[config.mk]
export PLATFORM = sky130hd
export DESIGN_NAME = proc_timer_bank
export DESIGN_NICKNAME = d
export VERILOG_FILES = /design/src/rtl/ptimer_pkg.sv /design/src/rtl/ptc_ctrl.sv /design/src/rtl/ptc_datapath.sv /design/src/rtl/proc_timer_bank.sv
export SDC_FILE = /design/constraint.sdc
export NUM_CORES = 1
export LEC_CHECK = 0
export BUFFER_PORTS_ARGS = -buffer_cell sky130_fd_sc_hd__clkbuf_2
export CORE_UTILIZATION = 40
export DETAILED_ROUTE_END_ITERATION = 8
export PLACE_DENSITY = 0.58
export SLEW_MARGIN = 20
export SYNTH_ARGS = -nofsm -noshare
export SYNTH_HDL_FRONTEND = slang
export SYNTH_SLANG_ARGS = --single-unit
export TNS_END_PERCENT = 1
[constraint.sdc]
create_clock -name clk -period 5.4 [get_ports clk]
set_input_delay 0.81 -clock clk [delete_from_list [all_inputs] [get_ports clk]]
set_output_delay 0.81 -clock clk [all_outputs]
set_load 0.005 [all_outputs]
[src/rtl/ptimer_pkg.sv]
package ptimer_pkg;
  localparam int WORD_W   = 32;
  localparam int FRAC_W   = 9;                 // count bits below the step that are always zero
  localparam int LIM_W    = WORD_W - 1 - FRAC_W; // counter-mode limit/count in step units
  localparam int LO_UNITS = WORD_W - FRAC_W;     // step units held in the lower user word
  localparam int CNT_W    = 2 * WORD_W - 1 - FRAC_W; // 63-bit user count in step units
  localparam logic [CNT_W-1:0] USER_TOP = '1;
  localparam logic [LIM_W-1:0] FREE_TOP = '1;
  localparam logic [4:0] MODE_OFF = 5'h10;

  typedef enum logic [1:0] {
    W_LIMIT = 2'd0,
    W_COUNT = 2'd1,
    W_KEEP  = 2'd2,
    W_RUN   = 2'd3
  } wordSel_e;

  typedef struct packed {
    logic wrLimit;
    logic wrLimitKeep;
    logic wrHi;
    logic wrLo;
    logic wrRun;
    logic rdLimit;
    logic enterUser;
    logic leaveUser;
    logic tick;
  } chanStrobe_t;
endpackage

[src/rtl/ptc_ctrl.sv]
module ptc_ctrl
  import ptimer_pkg::*;
(
  input  logic        clk,
  input  logic        rstN,
  input  logic        modeIn,
  input  logic        selChan,
  input  logic        wrEn,
  input  logic        rdEn,
  input  logic [4:0]  offset,
  input  logic        tickEn,
  input  logic        runQ,
  output logic        userQ,
  output chanStrobe_t strobe
);
  logic hit;
  logic wrHit;
  logic rdHit;
  logic switching;
  wordSel_e wordIdx;

  always_ff @(posedge clk) begin
    if (!rstN) userQ <= 1'b0;
    else       userQ <= modeIn;
  end

  assign hit       = selChan && !offset[4] && (offset[1:0] == 2'b00);
  assign wrHit     = wrEn && hit;
  assign rdHit     = rdEn && hit;
  assign wordIdx   = wordSel_e'(offset[3:2]);
  assign switching = modeIn ^ userQ;

  always_comb begin
    strobe = '0;
    strobe.enterUser = modeIn && !userQ;
    strobe.leaveUser = !modeIn && userQ;
    if (!switching) begin
      unique case (wordIdx)
        W_LIMIT: begin
          strobe.wrHi    = wrHit && userQ;
          strobe.wrLimit = wrHit && !userQ;
          strobe.rdLimit = rdHit && !userQ;
        end
        W_COUNT: strobe.wrLo        = wrHit && userQ;
        W_KEEP:  strobe.wrLimitKeep = wrHit && !userQ;
        W_RUN:   strobe.wrRun       = wrHit;
        default: ;
      endcase
      strobe.tick = tickEn && (!userQ || runQ);
    end
  end
endmodule

[src/rtl/ptc_datapath.sv]
module ptc_datapath
  import ptimer_pkg::*;
(
  input  logic              clk,
  input  logic              rstN,
  input  chanStrobe_t       strobe,
  input  logic              userQ,
  input  logic [WORD_W-1:0] wrData,
  input  logic [1:0]        wordIdx,
  output logic              runQ,
  output logic              irqQ,
  output logic [WORD_W-1:0] rdWord
);
  logic [CNT_W-1:0] cntQ;
  logic [LIM_W-1:0] limQ;
  logic             reachedQ;
  logic [CNT_W:0]   cntInc;
  logic [CNT_W:0]   wrapAt;
  logic             wrapNow;
  logic             flagOnWrap;

  assign cntInc = {1'b0, cntQ} + 1'b1;

  always_comb begin
    if (userQ) begin
      wrapAt     = {1'b0, USER_TOP};
      flagOnWrap = 1'b1;
    end else begin
      wrapAt     = (CNT_W+1)'((limQ == '0) ? FREE_TOP : limQ);
      flagOnWrap = (limQ != '0);
    end
    wrapNow = (cntInc >= wrapAt);
  end

  always_ff @(posedge clk) begin
    if (!rstN) begin
      cntQ     <= '0;
      limQ     <= '0;
      reachedQ <= 1'b0;
      runQ     <= 1'b1;
      irqQ     <= 1'b0;
    end else if (strobe.enterUser) begin
      cntQ     <= '0;
      limQ     <= '0;
      reachedQ <= 1'b0;
      irqQ     <= 1'b0;
    end else if (strobe.leaveUser) begin
      cntQ     <= '0;
      reachedQ <= 1'b0;
    end else begin
      if (strobe.wrRun) runQ <= wrData[0];
      if (strobe.rdLimit) begin
        reachedQ <= 1'b0;
        irqQ     <= 1'b0;
      end
      if (strobe.wrLimit) begin
        limQ <= wrData[WORD_W-2:FRAC_W];
        cntQ <= '0;
        irqQ <= 1'b0;
      end else if (strobe.wrLimitKeep) begin
        limQ <= wrData[WORD_W-2:FRAC_W];
      end else if (strobe.wrHi) begin
        cntQ[CNT_W-1:LO_UNITS] <= wrData[WORD_W-2:0];
        reachedQ <= 1'b0;
      end else if (strobe.wrLo) begin
        cntQ[LO_UNITS-1:0] <= wrData[WORD_W-1:FRAC_W];
        reachedQ <= 1'b0;
      end else if (strobe.tick) begin
        if (wrapNow) begin
          cntQ <= '0;
          if (flagOnWrap) begin
            reachedQ <= 1'b1;
            irqQ     <= !userQ;
          end
        end else begin
          cntQ <= cntInc[CNT_W-1:0];
        end
      end
    end
  end

  always_comb begin
    unique case (wordSel_e'(wordIdx))
      W_LIMIT: rdWord = userQ ? {reachedQ, cntQ[CNT_W-1:LO_UNITS]}
                              : {1'b0, limQ, FRAC_W'(0)};
      W_COUNT: rdWord = userQ ? {cntQ[LO_UNITS-1:0], FRAC_W'(0)}
                              : {reachedQ, cntQ[LIM_W-1:0], FRAC_W'(0)};
      W_RUN:   rdWord = {{(WORD_W-1){1'b0}}, runQ};
      default: rdWord = '0;
    endcase
  end
endmodule

[src/rtl/proc_timer_bank.sv]
module proc_timer_bank
  import ptimer_pkg::*;
#(
  parameter int NUM_CPUS = 2,
  localparam int WIN_W  = $clog2(NUM_CPUS + 1),
  localparam int ADDR_W = WIN_W + 5
) (
  input  logic                clk,
  input  logic                rstN,
  input  logic                tickEn,
  input  logic                wrEn,
  input  logic                rdEn,
  input  logic [ADDR_W-1:0]   regAddr,
  input  logic [WORD_W-1:0]   wrData,
  output logic [WORD_W-1:0]   rdData,
  output logic                rdValid,
  output logic [NUM_CPUS-1:0] irq
);
  logic [WIN_W-1:0]    win;
  logic [4:0]          off;
  logic [NUM_CPUS-1:0] modeQ;
  logic [WORD_W-1:0]   chanWord [NUM_CPUS];
  logic [WORD_W-1:0]   rdNext;

  assign win = regAddr[ADDR_W-1:5];
  assign off = regAddr[4:0];

  always_ff @(posedge clk) begin
    if (!rstN) modeQ <= '0;
    else if (wrEn && win == '0 && off == MODE_OFF) modeQ <= wrData[NUM_CPUS-1:0];
  end

  for (genvar c = 0; c < NUM_CPUS; c++) begin : g_chan
    chanStrobe_t strobe;
    logic        userQ;
    logic        runQ;
    logic        sel;

    assign sel = (win == WIN_W'(c + 1));

    ptc_ctrl ctrl_i (
      .clk(clk), .rstN(rstN), .modeIn(modeQ[c]), .selChan(sel),
      .wrEn(wrEn), .rdEn(rdEn), .offset(off), .tickEn(tickEn),
      .runQ(runQ), .userQ(userQ), .strobe(strobe)
    );

    ptc_datapath dp_i (
      .clk(clk), .rstN(rstN), .strobe(strobe), .userQ(userQ),
      .wrData(wrData), .wordIdx(off[3:2]), .runQ(runQ),
      .irqQ(irq[c]), .rdWord(chanWord[c])
    );
  end

  always_comb begin
    rdNext = '0;
    if (win == '0 && off == MODE_OFF) rdNext = WORD_W'(modeQ);
    for (int c = 0; c < NUM_CPUS; c++) begin
      if (win == WIN_W'(c + 1) && !off[4] && off[1:0] == 2'b00) rdNext = chanWord[c];
    end
  end

  always_ff @(posedge clk) begin
    if (!rstN) begin
      rdValid <= 1'b0;
      rdData  <= '0;
    end else begin
      rdValid <= rdEn;
      if (rdEn) rdData <= rdNext;
    end
  end
endmodule

**Yosys cells after proc, flatten, opt, wreduce, memory -nomap -nowiden**

Cells that the tools add are included.

- Add/sub/neg operators: 2
- $lt $le $gt $ge: 2
- Equality and inequality tests: 8
- Mux-type cells: 77
- Bitwise gates (word level): 11
- Reduce and logical (&&, ||, !) cells: 57

Operators with widths:

| kind | count |
|---|---|
| $mux W54 | 4 |
| $mux W32 | 6 |
| $pmux W32 S3 | 2 |
| $mux W22 | 6 |
| $mux W31 | 4 |
| $add A54 B1 Y55 const B | 2 |
| $ge A55 B55 Y1 | 2 |
| $mux W55 | 2 |
| $mux W1 | 48 |
| $mux W23 | 2 |
| $logic_not A22 Y1 | 2 |
| $reduce_bool A22 Y1 | 2 |
| $logic_and A1 B1 Y1 | 23 |
| $reduce_and A3 Y1 | 6 |
| $mux W6 | 2 |
| $reduce_bool A2 Y1 | 6 |
| $not A1 Y1 | 9 |
| $reduce_or A4 Y1 | 2 |
| $eq A2 B2 Y1 const B | 3 |
| $logic_not A2 Y1 | 3 |
| $reduce_or A3 Y1 | 2 |
| $eq A5 B5 Y1 const B | 1 |
| $logic_not A1 Y1 | 5 |
| $eq A2 B1 Y1 const B | 2 |
| 6 further kinds | 11 |

- Register bits after elaboration: 195
- Input bits: 44
- Output and inout bits: 35
- Word-level logic and storage cells: 174

**Longest topological paths before layout**

Gate-level depths: netlist of run 1.

- Word-level depth: 15
- Depth in mapped cells: 20
- Depth with buffers taken out: 16

**Hierarchy**

From an unflattened synthesis of run 1, not the netlist that was laid out.

- Cells, all modules: 2073
- Area, all modules: 15357.2 um^2

Modules (own cells, without submodules):

| module | instances | cells an instance | area an instance (um^2) | seq. area each (um^2) |
|---|---|---|---|---|
| ptc_datapath (g_chan[0].dp_i) | 1 | 914 | 6698.9 | 1581.5 |
| ptc_datapath (g_chan[1].dp_i) | 1 | 912 | 6697.7 | 1581.5 |
| proc_timer_bank | 1 | 205 | 1625.3 | 700.7 |
| ptc_ctrl | 2 | 21 | 167.7 | 20.0 |

**Least setup slack after synthesis of run 1**

Ideal clock, no wire load.

- Path type: register to register
- Start point: register g_chan[0].dp_i.cntQ[0]
- End point: register g_chan[0].dp_i.cntQ[46]
- Setup time: 115 ps
- Arrival: 4086 ps
- Data required time: 5285 ps
- Path slack: 1200 ps
- Cell stages (with the launch flop): 19
- Buffers on the path: 3
- Period minus slack after synthesis: 4200 ps
- Path through: dfxtp_1 ha_1 inv_1 nor4_2 buf_4 and4_1 buf_4 nand2_1 nor3_2 xor2_1 ha_1 and4_1 nand2_1 or4_1 o41a_1 and2_4 buf_6 a221o_1 o21a_1

- Longest elaborated chain between the ends: 6

RTL lines:

| element | RTL line | RTL |
|---|---|---|
| from (decl) | ptc_datapath.sv:14 | `logic [CNT_W-1:0] cntQ;` |
| from (signal, indexed assignment) | ptc_datapath.sv:63 | `cntQ[CNT_W-1:LO_UNITS] <= wrData[WORD_W-2:0];` |
| from (signal, indexed assignment) | ptc_datapath.sv:66 | `cntQ[LO_UNITS-1:0] <= wrData[WORD_W-1:FRAC_W];` |
| from (signal assigned) | ptc_datapath.sv:76 | `cntQ <= cntInc[CNT_W-1:0];` |
| $add A54 B1 Y55 * | ptc_datapath.sv:22 | `assign cntInc = {1'b0, cntQ} + 1'b1;` |
| $ge A55 B55 Y1 | ptc_datapath.sv:32 | `wrapNow = (cntInc >= wrapAt);` |
| $mux W54 * | ptc_datapath.sv:69 | `if (wrapNow) begin` |
| $mux W54 * | ptc_datapath.sv:68 | `end else if (strobe.tick) begin` |
| $mux W31 * | ptc_datapath.sv:65 | `end else if (strobe.wrLo) begin` |
| $mux W31 * | ptc_datapath.sv:62 | `end else if (strobe.wrHi) begin` |

Mark *: on every way between the ends. The rest lies on a longest branch, timed or not. The select of a mux whose other input is x is not followed.
A chain may end at the register's enable or synchronous reset.

**Worst setup path after layout of run 1**

- Start point: register g_chan[0].dp_i.cntQ[10]
- End point: register g_chan[0].dp_i.cntQ[30]

Same word-level chain as after synthesis.

==> impl_metrics.toml, run 1 <==
[status]
outcome = "finished clean"

[sta]
final-max-slew-violation-count = 0
grt_setup_unrepaired = "no"
final_sum_of_negative_setup_slack_ns = 0
finalHoldViolations = 0
setup_failing_eps_final = 0
slew_at_the_pin_closest_to_its_max_slew_limit_ns = 0.982
fmax_ghz = 0.194
final.min_clock_period_ns = 5.16
final.setup_skew_ns = 0.0125
max_slew_margin = 0.345
final_min_period_over_clock_period = 0.956
fin_worst_hold_slack_ns = 0.484

[final_layout]
area_added_between_synthesis_and_finish_pct = 10.0
final_nets = 2152
antenna-diode-count = 0
final_util = 0.450
share_of_post_route_cells_with_drive_strength_above_1 = 0.111

[synthesis]
mapped_avg_cell_area_um2 = 7.58
yosys_register_bits = 195
postSynth.topFlopCell = "sky130_fd_sc_hd__dfxtp_1"
ys_async_sr_fraction = 0
edff_count_synth = 0
synthMuxAreaShare = 0.0313
post_synth_and_or_nand_nor_area_fraction = 0.251
netlist_area_um2 = 15000
syn_nets = 2144
ys_seq_area_frac = 0.259
yosys.area_share.adder = 0.0948
post_synth_xor_area_fraction = 0.0594
synth_cells = 1986
compound_gate_fraction_of_synth_area = 0.250
synth-warning-count = 0
synth_top_family_by_area = "simple AND/OR/NAND/NOR gates"
synth.distinct_cells = 81

[cts]
total_setup_buffers_inserted_after_cts = 0
clk-insertion-delay-late_ns = 0.46
tritoncts = "done"
tritoncts_num_sinks = 195
tritoncts.num_buffers = 17
clk_root_buffer_cell = "sky130_fd_sc_hd__clkbuf_16"
clk_transition_reported_paths_ns = 0.07
clock_tree.htree_level_count = 4
clk_path_buf_depth = 2

[grt]
grt-busiest-layer = "met2"
grt_first_pass_wirelength_um = 88600
grt_util_met3 = 0.0548
global_route.usage.total = 0.302
maximum_number_of_pins_on_one_net_before_global_route_repair = 73
remaining_global_route_overflow = 0
grt_pass1_vias = 14500
number_of_antenna_violations_at_the_first_check_in_global_routing = 1
grt_util_met1 = 0.427
met2_usage = 0.444

[critical_path]
crit_required_ns = 5.74
critical_path_class = "flop to flop"
critPathLaunchType = "flop"
critical_path.max_stage_delay_ns = 0.65
worst-path-max-fanout = 26
worst_ep_arrival_ns = 5.50
timing.critical_path.to_type = "flop"
crit_chain = "nand4_1, nor3_4, nand3_2, nor2_1, nand4_1, xnor2_1, ha_1, and4_1, nand2_1, or4_1, o31ai_1, nor2_1, nand3_1, buf_4, nor4_1, or3_1"
cp_slowest_cell = "sky130_fd_sc_hd__or4_1"

[floorplan]
row_cnt = 70
top_level_port_count = 79
width_of_the_die_um = 196
dieArea_um2 = 38400
die_height_um = 196
floorplan.core_area_um2 = 36800
floorplan.initialDensity = 0.409

[placement]
numPortBuffers = 78
gp_routability_congestion = 0.953
hpwl_after_detailed_placement_um = 42600

[routing]
drt_pre_antenna_iters = 5
wl_per_cell_um = 23.6
via_count = 15600
dr.first_iter.drc_count = 1720
wl_um = 58300
detail-route-antenna-nets = 0
drcViolationCount = 0
vias_per_cell = 6.32

[power_and_ir_drop]
vdd.ir_drop.worst_mv = 0.257
cellLeakagePower_uw = 0.00678
pwr_density_cell_nw_per_um2 = 222

[worst_hold_path]
hold_class = "flop to flop"

[run]
timing.max_cap.violations = 0
[worst paths after layout]
check / start / cells past startpoint / slack [ns] / to
worst max register to register: g_chan[0].dp_i.cntQ[10] / 16 / 0.24 / g_chan[0].dp_i.cntQ[30]
worst min register to register: rdData[19] / 1 / 0.48 / rdData[19]
worst max-delay path: g_chan[0].dp_i.cntQ[10] / 16 / 0.24 / g_chan[0].dp_i.cntQ[30]
worst min-delay path: rdData[19] / 1 / 0.48 / rdData[19]
[registers in the layout (all words and copies together) (netlist names)]
register              count
g_chan.dp_i.limQ         44
rdValid                   1
modeQ                     2
rdData                   32
g_chan.dp_i.runQ          2
g_chan.dp_i.irqQ          2
g_chan.ctrl_i.userQ       2
g_chan.dp_i.cntQ        108
g_chan.dp_i.reachedQ      2
[placed cells by master (no fill, tap or decap), types with 47 or more instances in the layout]
master	synthesis	layout
sky130_fd_sc_hd__o21ai_0	148	148
sky130_fd_sc_hd__nand2_1	258	258
sky130_fd_sc_hd__dfxtp_1	195	193
sky130_fd_sc_hd__o211a_1	56	56
sky130_fd_sc_hd__mux2i_1	47	47
sky130_fd_sc_hd__ha_1	114	114
sky130_fd_sc_hd__clkbuf_2	2	77
sky130_fd_sc_hd__nand4_1	64	64
sky130_fd_sc_hd__nand3_1	81	81
sky130_fd_sc_hd__xnor2_1	74	74
sky130_fd_sc_hd__a21oi_1	216	216
sky130_fd_sc_hd__nor2_1	110	110
sky130_fd_sc_hd__inv_1	48	48
sky130_fd_sc_hd__buf_4	8	61
[synthesized netlist by cell type (37+ instances only)]
master	number	area, um^2
sky130_fd_sc_hd__nand2_1	258	968
sky130_fd_sc_hd__a21oi_1	216	1080
sky130_fd_sc_hd__dfxtp_1	195	3900
sky130_fd_sc_hd__o21ai_0	148	741
sky130_fd_sc_hd__ha_1	114	1430
sky130_fd_sc_hd__nor2_1	110	413
sky130_fd_sc_hd__clkbuf_1	101	379
sky130_fd_sc_hd__nand3_1	81	405
sky130_fd_sc_hd__xnor2_1	74	648
sky130_fd_sc_hd__nand4_1	64	400
sky130_fd_sc_hd__o211a_1	56	561
sky130_fd_sc_hd__inv_1	48	180
sky130_fd_sc_hd__mux2i_1	47	470
sky130_fd_sc_hd__a22oi_1	46	345
sky130_fd_sc_hd__nor4_1	37	231
[power by group]
group / total, uW / switching (uW) / internal (uW)
sequential: 1570 / 79.2 / 1490
clock: 1380 / 639 / 737
combinational: 732 / 491 / 242
total: 3680 / 1210 / 2470
[final cells by class]
cell class	instances	area [um^2]
multi-input cells	1591	10400
inverters	50	188
repair buffers	139	863
flip-flops and latches	195	3910
fillers	3761	20200
clock inverters	9	118
clock buffers	22	484
well taps	468	586
[routing by layer]
metal,share of wire,up-vias
met5,0,-
met4,0.039,0
met3,0.089,101
met2,0.42,772
met1,0.45,7450
li1,-,7322
[per-stage QoR]
step | worst slack, ns | total power (uW) | std cells | area [um^2]
after global placement | 0.425 | 2300 | 2443 | 15900
final | 0.240 | 3680 | 2474 | 16600
after detailed placement | 0.371 | 2310 | 2443 | 15900
after floorplan | 1.20 | 2030 | 1986 | 15000
after global routing | 0.00987 | 3820 | 2474 | 16600
after CTS | 0.328 | 3670 | 2474 | 16500
[critical path, delay by kind of cell (launching register included)]
kind | cells | cell delay, ns
and+or+nand+nor | 12 | 3.31
DFF | 1 | 0.47
AOI/OAI and AO/OA | 1 | 0.41
adders and majority gates | 1 | 0.32
buffers and inverters | 1 | 0.32
xor gates and xnor gates | 1 | 0.22
[cell families (layout without fill, tap and decap cells)]
group,count (synthesis),count (layout)
flip-flops,195,195
buffers and inverters,200,220
adder cells (fa/ha/maj),114,114
AND/OR/NAND/NOR,735,735
AO/OA/AOI/OAI,593,593
multiplexers,47,47
XOR/XNOR,102,102
[repair_timing]
action / 4_1_cts / 5_1_grt
setup endpoints to repair: 0 / 2
resized for setup: 0 / 2
hold buffers: 0 / 0
(Power assumes the default switching activity.)
==> run 2: changes to the inputs <==
Settings changed: REMOVE_ABC_BUFFERS set to 1.
==> impl_metrics.toml, run 2 (same netlist as run 1, synthesis figures left out) <==
[critical_path]
worst-path-max-fanout = 14
cp_slowest_cell = "sky130_fd_sc_hd__nor4_1"
critPathLaunchType = "flop"
crit-reg2reg-capture = "g_chan[0].dp_i.cntQ[47]"
critical_path_class = "flop to flop"
worst_ep_arrival_ns = 5.43
crit_chain = "ha_1, inv_1, nor4_2, buf_4, and4_1, buf_4, nand3_1, xnor2_1, ha_1, nand4_1, nor4_1, nand2_1, o31ai_1, nor2_1, nand3_1, buf_4, buf_4, nor3b_1, o221a_2"
timing.critical_path.to_type = "flop"
worst_path_most_repeated_cell = "sky130_fd_sc_hd__buf_4"
critical_path.top_delay_family = "simple AND/OR/NAND/NOR gates"
r2r-start = "g_chan[0].dp_i.cntQ[0]"
worst-path-stages = 19
worst-r2r-cell-count = 19
critical_path.max_stage_delay_ns = 0.55
reg2reg_slack_ns = 0.33
crit_required_ns = 5.76
worst-path-buf-inv = 5

[power_and_ir_drop]
power_uw = 3610
comb_power_share = 0.200
pwr_density_cell_nw_per_um2 = 220
internal_power_uw = 2380
power.share.clock = 0.366
vdd.ir_drop.worst_mv = 0.247
sequentialPowerShare = 0.434
net-switching-power_uw = 1240
swShare = 0.343
cellLeakagePower_uw = 0.00671

[grt]
grt_first_pass_wirelength_um = 87000
global_route.usage.total = 0.295
maximum_number_of_pins_on_one_net_before_global_route_repair = 74
number_of_antenna_violations_at_the_first_check_in_global_routing = 2
grt_pass1_vias = 14300
remaining_global_route_overflow = 0

[final_layout]
largest_register_ff_count = 108
largest_register = "g_chan.dp_i.cntQ"
area_added_between_synthesis_and_finish_pct = 9.34
reg_top3 = "g_chan.dp_i.cntQ x108, g_chan.dp_i.limQ x44, rdData x32"
finish.instance_area_um2 = 16400
share_of_post_route_cells_with_drive_strength_above_1 = 0.107
layoutNonFillerInstCount = 2463
antenna-diode-count = 0
final_util = 0.447
layout.cells.most_common_list = "sky130_fd_sc_hd__nand2_1 (257), sky130_fd_sc_hd__a21oi_1 (216), sky130_fd_sc_hd__dfxtp_1 (193)"
final_nets = 2141
leading_cell_type_in_the_layout_fill_and_taps_excluded = "sky130_fd_sc_hd__nand2_1"

[placement]
number_of_placed_cells_counting_well_taps = 2432
numPortBuffers = 78
dpl_cell_area_um2 = 15800
gp_routability_congestion = 0.948
hpwl_after_detailed_placement_um = 42100

[sta]
grt_setup_unrepaired = "no"
final-max-slew-violation-count = 0
fmax_ghz = 0.197
finalHoldViolations = 0
final.setup_skew_ns = 0.0121
final_min_period_over_clock_period = 0.939
final.min_clock_period_ns = 5.07
slew_at_the_pin_closest_to_its_max_slew_limit_ns = 1.13
max_slew_margin = 0.249
setup_failing_eps_final = 0

[cts]
clk_root_buffer_cell = "sky130_fd_sc_hd__clkbuf_16"
tritoncts = "done"
tritoncts.num_buffers = 17
clk_transition_reported_paths_ns = 0.08
clk_path_buf_depth = 2
clock_tree.htree_level_count = 4
tritoncts_num_sinks = 195
clk-insertion-delay-late_ns = 0.47
total_setup_buffers_inserted_after_cts = 0

[routing]
via_count = 15600
drcViolationCount = 0
detail-route-antenna-nets = 0
drt_pre_antenna_iters = 6
wl_per_cell_um = 23.3
dr.first_iter.drc_count = 1677
wl_um = 57500
vias_per_cell = 6.35

[status]
outcome = "finished clean"

[floorplan]
die_height_um = 196
width_of_the_die_um = 196
row_cnt = 70
floorplan.core_area_um2 = 36800
floorplan.initialDensity = 0.409
top_level_port_count = 79
dieArea_um2 = 38400

[worst_hold_path]
worstHoldEndpoint = "g_chan[1].dp_i.limQ[15]"
hold_class = "flop to flop"
hold-path-cell-count = 2
hp-start = "g_chan[1].dp_i.limQ[15]"

[run]
timing.max_cap.violations = 0
[run 2: cell count changes in the layout (fill, tap and decap cells not counted), sizes merged]
cell and delta:
inv +3, clkinvlp +3, clkbuf -5, bufinv -1, buf -11
[run 2: stage by stage]
step	hold slack [ns]	TNS (ns)	worst slack, ns
global placement	0.461	0	0.322
detailed placement	0.470	0	0.243
floorplan	0.447	-143.65	-2.15
CTS	0.483	0	0.230
global route	0.501	0	0.0133
finish	0.482	0	0.329
[run 2: repair_timing]
action                                  CTS  global route
resized for setup                         0             5
endpoints found under the setup margin    0            52
hold buffers                              0             0
[run 2: worst max-delay path by stage]
stage / to / slack [ns] / startpoint
2_1_floorplan: g_chan[0].dp_i.cntQ[46] / -2.15 / g_chan[0].ctrl_i.userQ
5_1_grt: g_chan[1].dp_i.cntQ[24] / 0.01 / g_chan[1].dp_i.cntQ[0]
4_1_cts: g_chan[1].dp_i.cntQ[38] / 0.23 / g_chan[1].dp_i.cntQ[0]
3_5_place_dp: g_chan[1].dp_i.cntQ[32] / 0.24 / g_chan[1].dp_i.cntQ[0]
6_report: g_chan[0].dp_i.cntQ[47] / 0.33 / g_chan[0].dp_i.cntQ[0]
3_3_place_gp: g_chan[1].dp_i.cntQ[23] / 0.32 / g_chan[1].dp_i.cntQ[0]
[run 2: final cells by class]
cell class,count,area [um^2]
Inverter,50,188
Fill cell,3803,20300
Clock inverter,14,146
Multi-Input combinational cell,1591,10400
Sequential cell,195,3910
Timing Repair Buffer,128,768
Tap cell,468,586
Clock buffer,17,425
[run 2: power groups by stage]
stage                     clock [uW]  sequential (uW)  combinational (uW)
after floorplan                    0             1570                 402
after detailed placement           0             1600                 699
final                           1320             1570                 723
after global routing            1390             1570                 782
after CTS                       1330             1570                 703
after global placement             0             1600                 688
[run 2: worst register-to-register path, cell delays in order (launching register included)]
cell and delay, ns:
sky130_fd_sc_hd__dfxtp_1 0.46, sky130_fd_sc_hd__ha_1 0.27, sky130_fd_sc_hd__inv_1 0.12, sky130_fd_sc_hd__nor4_2 0.31, sky130_fd_sc_hd__buf_4 0.22, sky130_fd_sc_hd__and4_1 0.22, sky130_fd_sc_hd__buf_4 0.18, sky130_fd_sc_hd__nand3_1 0.10
sky130_fd_sc_hd__xnor2_1 0.36, sky130_fd_sc_hd__ha_1 0.24, sky130_fd_sc_hd__nand4_1 0.18, sky130_fd_sc_hd__nor4_1 0.55, sky130_fd_sc_hd__nand2_1 0.20, sky130_fd_sc_hd__o31ai_1 0.36, sky130_fd_sc_hd__nor2_1 0.18, sky130_fd_sc_hd__nand3_1 0.19
sky130_fd_sc_hd__buf_4 0.24, sky130_fd_sc_hd__buf_4 0.24, sky130_fd_sc_hd__nor3b_1 0.08, sky130_fd_sc_hd__o221a_2 0.26
[run 2: layer usage]
metal  GRT usage  vias up  wire [um]  part of all wire
li1            -     7306          -                 -
met1       0.417     7493      25900              0.45
met2       0.441      723      24800              0.43
met3      0.0493      108       4560             0.079
met4       0.125        4       2130             0.037
met5           0        -         32           0.00056
